==> src/rtl/fwg_pkg.sv <==
package fwg_pkg;
    localparam int DATA_W  = 8;
    localparam int RCFG_W  = 2;
    localparam int B_WREN  = 0;
    localparam int B_LOCK  = 1;
    localparam int B_RCFG  = 2;
    localparam int B_TSWAP = B_RCFG + RCFG_W;
    localparam int B_MGMT  = B_TSWAP + 1;
    localparam int RSV_W   = DATA_W - B_MGMT - 1;

    typedef struct packed {
        logic              mgmt_only;
        logic [RCFG_W-1:0] rcfg;
        logic              lock;
        logic              wren;
    } ctl_t;
endpackage

==> src/rtl/fwg_regs.sv <==
module fwg_regs
    import fwg_pkg::*;
#(
    parameter logic [RCFG_W-1:0] RCFG_RST = '0
) (
    input  logic              clk,
    input  logic              rst_n,
    input  logic              wr_hit,
    input  logic [DATA_W-1:0] wdata,
    output ctl_t              ctl_q
);
    ctl_t ctl_d;

    always_comb begin
        ctl_d = ctl_q;
        if (wr_hit) begin
            ctl_d.wren      = wdata[B_WREN];
            ctl_d.lock      = ctl_q.lock | wdata[B_LOCK];
            ctl_d.rcfg      = wdata[B_RCFG +: RCFG_W];
            ctl_d.mgmt_only = ctl_q.mgmt_only | wdata[B_MGMT];
        end
    end

    always_ff @(posedge clk or negedge rst_n) begin
        if (!rst_n) begin
            ctl_q.wren      <= 1'b0;
            ctl_q.lock      <= 1'b0;
            ctl_q.rcfg      <= RCFG_RST;
            ctl_q.mgmt_only <= 1'b0;
        end else begin
            ctl_q <= ctl_d;
        end
    end

    // lock never falls while out of reset
    p_lock_sticky_r3: assert property (@(posedge clk) disable iff (!rst_n)
        ctl_q.lock |=> ctl_q.lock);
    // management-only bit never falls while out of reset
    p_mgmt_sticky_r4: assert property (@(posedge clk) disable iff (!rst_n)
        ctl_q.mgmt_only |=> ctl_q.mgmt_only);
    // write-enable follows the written bit
    p_wren_follows_r2: assert property (@(posedge clk) disable iff (!rst_n)
        wr_hit |=> ctl_q.wren == $past(wdata[B_WREN]));
endmodule

==> src/rtl/fwg_trap.sv <==
module fwg_trap (
    input  logic clk,
    input  logic rst_n,
    input  logic wr_hit,
    input  logic new_wren,
    input  logic wren_q,
    input  logic lock_q,
    output logic irq
);
    logic irq_d, irq_q;

    always_comb begin
        irq_d = wr_hit & new_wren & ~wren_q & lock_q;
    end

    always_ff @(posedge clk or negedge rst_n) begin
        if (!rst_n) irq_q <= 1'b0;
        else        irq_q <= irq_d;
    end

    assign irq = irq_q;

    // request lasts one cycle
    p_irq_single_r5: assert property (@(posedge clk) disable iff (!rst_n)
        irq_q |=> !irq_q);
    // a request implies the bit was set while locked
    p_irq_cause_r5: assert property (@(posedge clk) disable iff (!rst_n)
        irq_q |-> (lock_q && wren_q));
    // a request needs a prior lock and a cleared enable
    p_irq_needs_lock_r6: assert property (@(posedge clk) disable iff (!rst_n)
        irq_q |-> $past(lock_q) && !$past(wren_q));
endmodule

==> src/rtl/fwg_permit.sv <==
module fwg_permit (
    input  logic wren,
    input  logic mgmt_only,
    input  logic mgmt_access,
    output logic permit
);
    always_comb begin
        permit = wren & (~mgmt_only | mgmt_access);
    end
endmodule

==> src/rtl/fw_write_guard.sv <==
module fw_write_guard
    import fwg_pkg::*;
#(
    parameter int                ADDR_W     = 8,
    parameter logic [ADDR_W-1:0] REG_OFFSET = 'hDC,
    parameter logic [RCFG_W-1:0] RCFG_RST   = '0
) (
    input  logic              clk,
    input  logic              rst_n,
    input  logic [ADDR_W-1:0] cfg_addr,
    input  logic              cfg_wr,
    input  logic [DATA_W-1:0] cfg_wdata,
    output logic [DATA_W-1:0] cfg_rdata,
    input  logic              mgmt_access,
    input  logic              tswap_strap,
    output logic              wr_permit,
    output logic              mgmt_irq
);
    logic hit, wr_hit;
    ctl_t ctl_q;

    assign hit    = (cfg_addr == REG_OFFSET);
    assign wr_hit = cfg_wr & hit;

    fwg_regs #(.RCFG_RST(RCFG_RST)) regs_i (
        .clk   (clk),
        .rst_n (rst_n),
        .wr_hit(wr_hit),
        .wdata (cfg_wdata),
        .ctl_q (ctl_q)
    );

    fwg_trap trap_i (
        .clk     (clk),
        .rst_n   (rst_n),
        .wr_hit  (wr_hit),
        .new_wren(cfg_wdata[B_WREN]),
        .wren_q  (ctl_q.wren),
        .lock_q  (ctl_q.lock),
        .irq     (mgmt_irq)
    );

    fwg_permit permit_i (
        .wren       (ctl_q.wren),
        .mgmt_only  (ctl_q.mgmt_only),
        .mgmt_access(mgmt_access),
        .permit     (wr_permit)
    );

    always_comb begin
        cfg_rdata = '0;
        if (hit) begin
            cfg_rdata[B_WREN]               = ctl_q.wren;
            cfg_rdata[B_LOCK]               = ctl_q.lock;
            cfg_rdata[B_RCFG +: RCFG_W]     = ctl_q.rcfg;
            cfg_rdata[B_TSWAP]              = tswap_strap;
            cfg_rdata[B_MGMT]               = ctl_q.mgmt_only;
            cfg_rdata[DATA_W-1 -: RSV_W]    = '0;
        end
    end

    // protected region closed to non-management accesses
    p_mgmt_gate_r7: assert property (@(posedge clk) disable iff (!rst_n)
        (ctl_q.mgmt_only && !mgmt_access) |-> !wr_permit);
    // reserved bits stay zero
    p_rsv_zero_r8: assert property (@(posedge clk) disable iff (!rst_n)
        cfg_rdata[DATA_W-1 -: RSV_W] == '0);
    // other offsets read as zero
    p_miss_zero_r9: assert property (@(posedge clk) disable iff (!rst_n)
        !hit |-> cfg_rdata == '0);
endmodule

==> config.mk <==
export PLATFORM = sky130hd
export DESIGN_NAME = fw_write_guard
export DESIGN_NICKNAME = d
export VERILOG_FILES = /design/src/rtl/fwg_pkg.sv /design/src/rtl/fwg_regs.sv /design/src/rtl/fwg_trap.sv /design/src/rtl/fwg_permit.sv /design/src/rtl/fw_write_guard.sv
export SDC_FILE = /design/constraint.sdc
export NUM_CORES = 1
export LEC_CHECK = 0
export ABC_AREA = 0
export ABC_CLOCK_PERIOD_IN_PS = 900
export CORE_AREA = 2 2 39 41
export CTS_BUF_LIST = sky130_fd_sc_hd__clkbuf_4 sky130_fd_sc_hd__clkbuf_8
export DETAILED_ROUTE_END_ITERATION = 8
export DIE_AREA = 0 0 41 43
export DONT_BUFFER_PORTS = 1
export PLACE_DENSITY = 0.44
export SLEW_MARGIN = 20
export SYNTH_ARGS = -nofsm -noshare
export SYNTH_HDL_FRONTEND = slang
export SYNTH_SLANG_ARGS = --single-unit
==> constraint.sdc <==
create_clock -name clk -period 0.9 [get_ports clk]
set_input_delay 0.09 -clock clk [delete_from_list [all_inputs] [get_ports clk]]
set_output_delay 0.09 -clock clk [all_outputs]
set_load 0.02 [all_outputs]
; ---- Word-level counts from Yosys, hierarchy flattened
; Cells that the tools add are included.
[word_totals]
reg_bits = 6
in_bits = 21
out_inout_bits = 10
word_cells = 17
[op_classes]
n_eq_ne = 1
n_mux = 1
bitwise = 10
[op_table]
columns = op, count
row1 = "8-bit equality test, second input constant", 1
row2 = 6-bit two-way mux, 1
row3 = 1-bit bitwise AND, 5
row4 = 1-bit bitwise OR, 3
row5 = 1-bit inverter, 2

; ---- Longest topological paths before layout
; Gate-level depths: netlist (run 1).
[logic_depth]
word_depth = 5
mapped_depth = 4

; ---- By module
; From an unflattened synthesis (run 1), not the netlist that was laid out.
[hier_totals]
hier_cells = 34
hier_area_um2 = 324.1
[modules_own_cells]
columns = mod, n_inst, cells_per_inst, area_per_inst_um2, seq_area_each_um2
row1 = fwg_regs, 1, 10, 176.4, 125.1
row2 = fw_write_guard, 1, 20, 101.3, 0.0
row3 = fwg_trap, 1, 2, 35.0, 25.0
row4 = fwg_permit, 1, 2, 11.3, 0.0

; ---- Least setup slack after synthesis (run 1)
; No wires, ideal clock.
[synth_timing]
path_kind = input to register
start = in cfg_addr[5]
end = reg, netlist name regs_i.ctl_q[0]
setup_ps = 125
t_arrival_ps = 934
required_ps = 775
path_slack_ps = -159
stages = 3
path_buffers = 0
cell_sequence = nor4b_4 > nand3_4 > mux2_4
[synth_via]
elab_chain_len = 2
[synth_rtl]
columns = item, line
row1 = start: declaration, fw_write_guard.sv:10  ; input logic [ADDR_W-1:0] cfg_addr,
row2 = 8-bit equality test, fw_write_guard.sv:22  ; assign hit = (cfg_addr == REG_OFFSET);
row3 = 1-bit bitwise AND, fw_write_guard.sv:23  ; assign wr_hit = cfg_wr & hit;
; No other way between the ends.
; A chain may end at the register's enable or synchronous reset.

; ---- Worst setup path in the final report (run 1)
[layout_timing]
start = reg, netlist name regs_i.ctl_q[0]
end = out wr_permit
[layout_via]
elab_chain_len = 1
[layout_rtl]
columns = item, line
row1 = 1-bit bitwise AND, fwg_permit.sv:8  ; permit = wren & (~mgmt_only | mgmt_access);
row2 = end: declaration, fw_write_guard.sv:16  ; output logic wr_permit,
; No other way between the ends.

==> results of run 1 <==
power groups by stage:
stage | clock network, mW | registers, mW | logic (mW)
floorplan | 0 | 0.290 | 0.0458
global placement | 0 | 0.293 | 0.0471
detailed placement | 0 | 0.293 | 0.0477
CTS | 0.253 | 0.288 | 0.0844
global route | 0.269 | 0.289 | 0.106
finish | 0.242 | 0.289 | 0.0970
state kept, by name, summed over array words and instances, names as in the netlist:
register,flops
trap_i.irq,1
regs_i.ctl_q,5
final cells by class:
type                            instances  area [sq um]  share of cell area [%]
Timing Repair Buffer                   15           135                    24.2
Multi-Input combinational cell         20           226                    40.6
Sequential cell                         6           150                    26.9
Tap cell                               16          20.0                    3.59
Clock buffer                            3          22.5                    4.04
Inverter                                1          3.75                   0.673
layout by cell type, fill, tap and decap left out, drive strengths merged:
master | Yosys | routed
a31o | 2 | 2
mux2 | 3 | 3
a21boi | 1 | 1
dfrtp | 6 | 6
inv | 1 | 1
nor3 | 1 | 1
nand2 | 1 | 1
conb | 1 | 2
nand3 | 1 | 1
nor4b | 1 | 1
and4 | 1 | 1
buf | 2 | 9
dlygate4sd3 | 0 | 6
clkbuf | 1 | 3
and2 | 1 | 1
and3 | 6 | 6
path summary, 6_finish.rpt:
check,startpoint,endpoint,slack (ns)
max in group asynchronous,rst_n,regs_i.ctl_q[4]$_DFFE_PN0P_,0.53
max reg2reg,regs_i.ctl_q[0]$_DFFE_PN0P_,regs_i.ctl_q[0]$_DFFE_PN0P_,-0.10
max,regs_i.ctl_q[0]$_DFFE_PN0P_,wr_permit,-0.10
min reg2reg,regs_i.ctl_q[3]$_DFFE_PN0P_,regs_i.ctl_q[3]$_DFFE_PN0P_,0.51
min,cfg_wr,regs_i.ctl_q[1]$_DFFE_PN0P_,0.007
min in group asynchronous,rst_n,trap_i.irq$_DFF_PN0_,0.15
through the flow:
| stage | setup slack, ns | util, % | TNS [ns] |
|---|---|---|---|
| floorplan | -0.159 | - | -0.575 |
| global placement | -0.108 | 28.4 | -0.852 |
| detailed placement | -0.133 | 28.4 | -1.07 |
| CTS | -0.111 | 36.8 | -0.229 |
| global route | -0.145 | 40.3 | -0.564 |
| finish | -0.104 | 40.3 | -0.276 |
logic make-up (layout without fill, tap and decap cells):
kind of cell / Yosys count / after routing
muxes: 3 / 3
other: 1 / 2
and+or+nand+nor: 12 / 12
buffers and inverters: 4 / 19
AOI/OAI and AO/OA: 3 / 3
DFF: 6 / 6
per-layer routing:
layer | part of all wire, % | vias up | global-route usage (%)
li1 | - | 134 | -
met1 | 35 | 125 | 12.9
met2 | 53 | 17 | 17.2
met3 | 11 | 0 | 5.76
met4 | 0 | 0 | 6.00
met5 | 0 | - | 0
critical path: stages (launching register included):
cell,delay [ns]
dfrtp_1,0.38
a21boi_2,0.16
buf_6,0.13
timing repair:
action | in CTS | in global routing
cloned | 0 | 0
hold endpoints to repair | 11 | 0
hold buffers | 6 | 0
gates resized for setup | 3 | 8
pin swaps | 2 | 5
buffers inserted | 3 | 2
setup endpoints to repair | 7 | 8
==> metrics.txt, run 1 <==
status finished, violations left; failing checks negative setup slack; vias 276; Rows 14; Setup-failing EPs final 6; Non-Filler Instances 61; clock buffer count from CTS 3; Yosys Warn Count 0; chip width 41 microns; Max Fclk 996 MHz; largest family of logic cells by synthesized area simple AND/OR/NAND/NOR gates; Post-Synth Adder-Cell Area 0%; # IOs 31; top cell type's share of synthesized area 42.0%; sequential share of power 46.0%; Hold Fails Final Rpt 0; hold_ws 0.00722 ns; multiplexer share of the synthesized area 12.6%; Nets 68; Die ar. 1760 sq um; CP endpoint kind output pin; Post-Synthesis Cells 29; Congestion Overflow GR 0; Finished Cell Area 558 sq um; port bufs 0; Post-synth EDFFs 0; hold path depth 1; clock slew at reported path FFs 0.04 ns; Max Clock Skew 0.00315 ns; largest net degree at the start of global routing 8; min Tclk post-route 1.00 ns; list of most frequent post-synthesis cells and3_2 (6), dfrtp_1 (6), mux2_4 (3); placed insts 47; LEAKAGE 0.263 nW; RD Place Congestion 0.756; VDD IR-drop max 0.475 mV; # DRC 0; DP Area 393 sq um; Post-DP HPWL 638 microns; largest area contributor in the netlist dfrtp_1; vias in the first global route 308; Setup CP Type register to output pin; Inserted Diodes 0; required time of the critical path 0.81 ns; area delta synth->final 55.9%; Hold Crit Class primary input to register; post-synthesis compound-gate area fraction 6.99%; combinational share of power 15.5%; Final Cycle Share 112%; Slew Limit Fails 0; Post-Syn Area 358 sq um; clock tree sinks 6; Setup crit start kind register; Pwr Density 1120 nW/um^2; initial antenna violation count 0; synthesized area per cell 12.3 sq um; die height 43 microns; #FFs+latches synth 6; clock network power share 38.5%; main flop type after synthesis dfrtp_1; detailed router's first-iteration violation count 1; H-tree depth 1; setup slack after layout -0.104 ns; Post-Route WL 802 microns; Starting Density 25.9%; Total GRT Usage 11.5%; core footprint 1380 sq um; CP Max Fanout 3; internal power 0.490 mW; Worst R2R Path Depth 3; CTS max path bufs 2; Simple-Gate Fraction of Synth Area 31.1%; async set-reset flop share out of synthesis 100%; CTS root buffer clkbuf_4; critical path arrival 0.91 ns; Power Total 0.627 mW; sw power 0.137 mW; TritonCTS clock tree built; layout cells sized above 1 62.2%; Synth area leaders dfrtp_1 (42%), and3_2 (13%), mux2_4 (13%), nor4b_4 (6.6%), a31o_2 (4.9%); switching share of power 21.8%; Cell variety after synth 15; Routed Antenna Nets 0; sequential fraction of the synthesis area 42.0%; Synth Area in XOR/XNOR 0%; DR WL/cell 13.1 microns; first-pass GRT wire length 1.32 mm; worst-skew pair later-pin latency 0.24 ns; Avg Vias per Cell 4.52; filler cell count 137; RSZ-0062 raised after global routing yes; drt first pass iters 2; maxcap violations 0
Note: power is estimated with default switching activity, not from simulation.
==> run 2: changes to the inputs <==
==> constraint.sdc (replaced) <==
create_clock -name clk -period 0.9 [get_ports clk]
set_input_delay 0.045 -clock clk [delete_from_list [all_inputs] [get_ports clk]]
set_output_delay 0.045 -clock clk [all_outputs]
set_load 0.02 [all_outputs]
==> run 2 against run 1 <==
Net effect:
- routed wire length is 0.87% lower
- sequential power about the same
- register-to-register slack better by 0.12 ns
- largest cell class unchanged
- combinational power fell by 24%
- clock skew about the same
- non-clock buffer count fell by 6
- core utilization shrank 5.2 points
- the flow finishes with violations (negative hold slack, negative setup slack)
- fmax increased by 5.4%
- flip-flop and latch count unchanged
- via count fell by 4.7%
- die area stayed put
- critical path depth unchanged
==> metrics.txt, run 2 (synthesized netlist as in run 1, its figures left out) <==
combinational share of power 12.2% (was 15.5%); die height 43 microns (unchanged); switching share of power 21.8% (about the same); CP endpoint kind output pin (unchanged); LEAKAGE 0.234 nW (was 0.263 nW); filler cell count 145 (was 137); CTS max path bufs 2 (unchanged); Routed Antenna Nets 0 (unchanged); r2r startpoint regs_i.ctl_q[0]$_DFFE_PN0P_ (unchanged); initial antenna violation count 0 (unchanged); number of flip-flops in the largest register 5 (unchanged); clock slew at reported path FFs 0.05 ns (was 0.04 ns); CP Max Fanout 3 (unchanged); core footprint 1380 sq um (unchanged); Worst R2R Path Depth 2 (was 3); chip width 41 microns (unchanged); detailed router's first-iteration violation count 0 (was 1); Rows 14 (unchanged); min Tclk post-route 0.953 ns (was 1.00 ns); failing checks negative hold slack, negative setup slack (was negative setup slack); Nets 62 (was 68); maxcap violations 0 (unchanged); Avg Vias per Cell 4.78 (was 4.52); Post-CTS Hold Buffers 4 (was 6); largest net degree at the start of global routing 8 (unchanged); VDD IR-drop max 0.470 mV (was 0.475 mV); area delta synth->final 35.7% (was 55.9%); critical path arrival 0.91 ns (about the same); setup slack after layout -0.0530 ns (was -0.104 ns); port bufs 0 (unchanged); Critical path origin regs_i.ctl_q[0]$_DFFE_PN0P_ (unchanged); Pwr Density 1250 nW/um^2 (was 1120 nW/um^2); internal power 0.474 mW (was 0.490 mW); RD Place Congestion 0.758 (was 0.756); # IOs 31 (unchanged); Die ar. 1760 sq um (unchanged); hold_ws -0.0467 ns (was 0.00722 ns); crit path to wr_permit (unchanged); status finished, violations left (unchanged); vias 263 (was 276); clock network power share 40.1% (was 38.5%); clock buffer count from CTS 3 (unchanged); Total GRT Usage 12.1% (was 11.5%); Setup crit start kind register (unchanged); Finished Cell Area 485 sq um (was 558 sq um); Final Cycle Share 106% (was 112%); sw power 0.132 mW (was 0.137 mW); Hold Fails Final Rpt 3 (was 0); Setup CP Type register to output pin (unchanged); DR WL/cell 14.5 microns (was 13.1 microns); Inserted Diodes 0 (unchanged); first-pass GRT wire length 1.38 mm (was 1.32 mm); Post-DP HPWL 671 microns (was 638 microns); placed insts 46 (was 47); Post-Route WL 795 microns (was 802 microns); Max Fclk 1050 MHz (was 996 MHz); Setup-failing EPs final 2 (was 6); Starting Density 25.9% (unchanged); H-tree depth 1 (unchanged); Max Clock Skew 0.00319 ns (was 0.00315 ns); drt first pass iters 1 (was 2); Non-Filler Instances 55 (was 61); worst r2r dst regs_i.ctl_q[0]$_DFFE_PN0P_ (unchanged); crit-path cells a21boi_2 > buf_6 (unchanged); r2r setup slk 0.02 ns (was -0.10 ns); DP Area 385 sq um (was 393 sq um); slowest CP cell dfrtp_1 (unchanged); Hold Crit Class primary input to register (unchanged); Slew Limit Fails 0 (unchanged); max incr delay on CP 0.38 ns (about the same); worst-skew pair later-pin latency 0.24 ns (about the same); Congestion Overflow GR 0 (unchanged); CTS root buffer clkbuf_4 (unchanged); RSZ-0062 raised after global routing yes (unchanged); required time of the critical path 0.85 ns (was 0.81 ns); # DRC 0 (unchanged); vias in the first global route 316 (was 308); TritonCTS clock tree built (unchanged); layout cells sized above 1 59.0% (was 62.2%); area taken by multi-input logic gates 208 sq um (was 226 sq um); sequential share of power 47.7% (was 46.0%); Largest Register regs_i.ctl_q (unchanged); most frequent cells in the layout dfrtp_1 (6), and3_4 (4), dlygate4sd3_1 (4), buf_4 (4) (was buf_4 (7), and3_4 (6), dlygate4sd3_1 (6), dfrtp_1 (6)); commonest non-fill, non-tap cell in the layout dfrtp_1 (was buf_4); Worst Hold Launch cfg_wr (unchanged); Placement Setup Slack -0.0981 ns (was -0.133 ns); clock tree sinks 6 (unchanged); Seq. cell area 150 sq um (unchanged)
==> run 2: cell types whose count changed in the layout (fill, tap and decap cells not counted) <==
| cell | delta |
|---|---|
| nor3_1 | +1 |
| and3_4 | -2 |
| dlygate4sd3_1 | -2 |
| and3_2 | +2 |
| nor3_4 | -1 |
| buf_4 | -3 |
| buf_6 | -1 |
==> run 2: how the worst min path moves through the flow <==
stage	slack, ns	cells after the start	endpoint
after floorplan	-0.25	0	regs_i.ctl_q[0]$_DFFE_PN0P_
after global placement	-0.25	0	trap_i.irq$_DFF_PN0_
after detailed placement	-0.25	0	trap_i.irq$_DFF_PN0_
after CTS	-0.05	1	regs_i.ctl_q[4]$_DFFE_PN0P_
after global routing	-0.06	1	regs_i.ctl_q[1]$_DFFE_PN0P_
final	-0.05	1	regs_i.ctl_q[1]$_DFFE_PN0P_
==> run 2: per-stage QoR <==
step / hold WS, ns / setup TNS, ns / util, % / power (mW)
after floorplan: -0.251 / -0.350 / - / 0.336
after global placement: -0.250 / -0.268 / 27.8 / 0.338
after detailed placement: -0.250 / -0.477 / 27.8 / 0.339
after CTS: -0.0504 / -0.0622 / 33.7 / 0.614
after global routing: -0.0556 / -0.206 / 35.1 / 0.642
final: -0.0467 / -0.0660 / 35.1 / 0.606
==> run 2: cell type report <==
| cell class | instances | area share (%) |
|---|---|---|
| inverter | 1 | 0.773 |
| clock buffer | 3 | 4.64 |
| sequential | 6 | 30.9 |
| timing repair buffer | 9 | 16.8 |
| tap | 16 | 4.12 |
| multi-input combinational | 20 | 42.8 |
==> run 2: metal layers <==
| layer | global-route usage [%] | wire length [microns] |
|---|---|---|
| met5 | 0 | 0 |
| met4 | 10.0 | 10 |
| met3 | 4.71 | 82 |
| met2 | 18.1 | 426 |
| met1 | 12.3 | 275 |
==> run 2: worst max-delay path: cells and delay by family (launching register included) <==
family | cells | cell delay (ns)
buffers and inverters | 1 | 0.13
AO/OA/AOI/OAI | 1 | 0.16
flip-flops | 1 | 0.38
==> run 2: timing repair <==
item | in CTS | in global routing
resized for setup | 1 | 5
pin swaps | 1 | 1
hold endpoints to repair | 12 | 3
buffers inserted | 2 | 0
endpoints found under the setup margin | 7 | 7
==> run 2: power by group through the flow <==
stage | clock network [mW] | registers [mW] | logic (mW)
after floorplan | 0 | 0.290 | 0.0458
after global placement | 0 | 0.293 | 0.0458
after detailed placement | 0 | 0.293 | 0.0460
after CTS | 0.255 | 0.288 | 0.0712
after global routing | 0.270 | 0.291 | 0.0810
final | 0.243 | 0.289 | 0.0740
==> run 3: changes to the inputs <==
- CELL_PAD_IN_SITES_DETAIL_PLACEMENT: default -> 1
- CELL_PAD_IN_SITES_GLOBAL_PLACEMENT: default -> 2
- PLACE_DENSITY: 0.44 -> 0.68
==> run 3 against run 2 <==
Net effect:
- the flow finishes with violations (negative setup slack)
- cell count is 11% higher
- sequential share of layout area down 3.0 points
- setup slack worse by 0.039 ns
- clock power about the same
- critical endpoint is now regs_i.ctl_q[2]$_DFFE_PN0P_
- critical path type is now primary input to register
- core utilization grew 3.8 points
- global-route usage down 1.1 points
- count of clock-buffer cells in the layout did not move
- via count rose by 11%
- combinational power is 30% higher
==> metrics.txt, run 3 (synthesized netlist as in run 1, its figures left out) <==
status finished, violations left (unchanged); failing checks negative setup slack (was negative hold slack, negative setup slack); switching share of power 22.5% (was 21.8%); met1 WL 310 microns (was 275 microns); critical path arrival 1.12 ns (was 0.91 ns); Hold Fails Final Rpt 0 (was 3); VDD IR-drop max 0.614 mV (was 0.470 mV); placed insts 47 (was 46); Placement Setup Slack -0.0821 ns (was -0.0981 ns); layout cells sized above 1 57.8% (was 59.0%); Setup CP Type primary input to register (was register to output pin); Die ar. 1760 sq um (unchanged); hold_ws 0.116 ns (was -0.0467 ns); clock slew at reported path FFs 0.04 ns (was 0.05 ns); initial antenna violation count 0 (unchanged); Nets 68 (was 62); detailed router's first-iteration violation count 0 (unchanged); die height 43 microns (unchanged); Slew Limit Fails 0 (unchanged); r2r setup slk 0.01 ns (was 0.02 ns); clock tree sinks 6 (unchanged); Largest Register regs_i.ctl_q (unchanged); Inserted Diodes 0 (unchanged); Post-DP HPWL 674 microns (was 671 microns); internal power 0.490 mW (was 0.474 mW); H-tree depth 1 (unchanged); Setup crit start kind primary input (was register); Non-Filler Instances 61 (was 55); Rows 14 (unchanged); number of flip-flops in the largest register 5 (unchanged); slowest CP cell dlygate4sd3_1 (was dfrtp_1); Setup-failing EPs final 5 (was 2); Avg Vias per Cell 4.79 (was 4.78); Finished Cell Area 538 sq um (was 485 sq um); Max Clock Skew 0.00180 ns (was 0.00319 ns); CP Max Fanout 4 (was 3); Max Fclk 1010 MHz (was 1050 MHz); port bufs 0 (unchanged); Routed Antenna Nets 0 (unchanged); met3 wire len 104 microns (was 82 microns); most frequent cells in the layout dlygate4sd3_1 (7), buf_4 (7), dfrtp_1 (6) (was dfrtp_1 (6), and3_4 (4), dlygate4sd3_1 (4), buf_4 (4)); WL met2 442 microns (was 426 microns); min Tclk post-route 0.992 ns (was 0.953 ns); LEAKAGE 0.263 nW (was 0.234 nW); Congestion Overflow GR 0 (unchanged); TritonCTS clock tree built (unchanged); Crit path max-delay family buffers and inverters (was flip-flops); sequential share of power 45.9% (was 47.7%); CP endpoint kind register (was output pin); Post-Route WL 879 microns (was 795 microns); # DRC 0 (unchanged); vias in the first global route 283 (was 316); DP Area 393 sq um (was 385 sq um); CTS max path bufs 2 (unchanged); clock network power share 38.9% (was 40.1%); worst-skew pair later-pin latency 0.24 ns (about the same); CTS root buffer clkbuf_4 (unchanged); crit-path cells dlygate4sd3_1 > nand3_4 > mux2_4 (was a21boi_2 > buf_6); vias 292 (was 263); worst r2r dst regs_i.ctl_q[0]$_DFFE_PN0P_ (unchanged); area delta synth->final 50.3% (was 35.7%); required time of the critical path 1.03 ns (was 0.85 ns); Starting Density 25.9% (unchanged); setup tns final -0.366 ns (was -0.0660 ns); DR WL/cell 14.4 microns (was 14.5 microns); largest net degree at the start of global routing 8 (unchanged); Final Cycle Share 110% (was 106%); setup slack after layout -0.0925 ns (was -0.0530 ns); Hold Crit Class primary input to asynchronous set/reset pin (was primary input to register); Pwr Density 1170 nW/um^2 (was 1250 nW/um^2); drt first pass iters 1 (unchanged); first-pass GRT wire length 1.19 mm (was 1.38 mm); Total GRT Usage 10.9% (was 12.1%); Worst R2R Path Depth 2 (unchanged); sw power 0.142 mW (was 0.132 mW); core footprint 1380 sq um (unchanged); clock buffer count from CTS 3 (unchanged); Top Metal Used met4 (unchanged); RD Place Congestion 0.603 (was 0.758); r2r startpoint regs_i.ctl_q[0]$_DFFE_PN0P_ (unchanged); maxcap violations 0 (unchanged); chip width 41 microns (unchanged); combinational share of power 15.3% (was 12.2%); max incr delay on CP 0.63 ns (was 0.38 ns); # IOs 31 (unchanged); RSZ-0062 raised after global routing yes (unchanged); fin util 38.9% (was 35.1%); Power Total 0.632 mW (was 0.606 mW); CP bufs+invs 1 (unchanged)
run 3: cell type report:
cell class                 count  area, sq um
sequential                     6          150
timing repair buffer          15          134
fill                         152          846
tap                           16         20.0
inverter                       1         3.75
clock buffer                   3         22.5
multi-input combinational     20          208
run 3: layer usage:
layer | up-vias | global-route usage (%)
met5 | - | 0
met4 | 0 | 8.00
met3 | 5 | 7.85
met2 | 17 | 15.0
met1 | 138 | 10.8
li1 | 132 | -
run 3: how the worst max path moves through the flow:
stage	from	to	slack [ns]	depth (start not counted)
2_1_floorplan	cfg_addr[5]	regs_i.ctl_q[0]$_DFFE_PN0P_	-0.11	3
3_3_place_gp	cfg_addr[5]	regs_i.ctl_q[3]$_DFFE_PN0P_	-0.06	3
3_5_place_dp	cfg_addr[5]	regs_i.ctl_q[2]$_DFFE_PN0P_	-0.08	3
4_1_cts	regs_i.ctl_q[0]$_DFFE_PN0P_	wr_permit	-0.07	2
5_1_grt	cfg_wr	regs_i.ctl_q[2]$_DFFE_PN0P_	-0.11	3
6_report	cfg_wr	regs_i.ctl_q[2]$_DFFE_PN0P_	-0.09	3
run 3: power groups by stage:
stage	combinational, mW	clock [mW]	sequential [mW]
detailed placement	0.0478	0	0.293
global placement	0.0468	0	0.292
floorplan	0.0458	0	0.290
CTS	0.0718	0.258	0.289
finish	0.0965	0.246	0.290
global route	0.104	0.275	0.290
run 3: repair_timing:
item / 4_1_cts / 5_1_grt
endpoints found under the setup margin: 5 / 8
pin swaps: 0 / 3
hold endpoints to repair: 12 / 3
gates resized for setup: 2 / 4
hold buffers: 4 / 3
setup buffers: 1 / 3
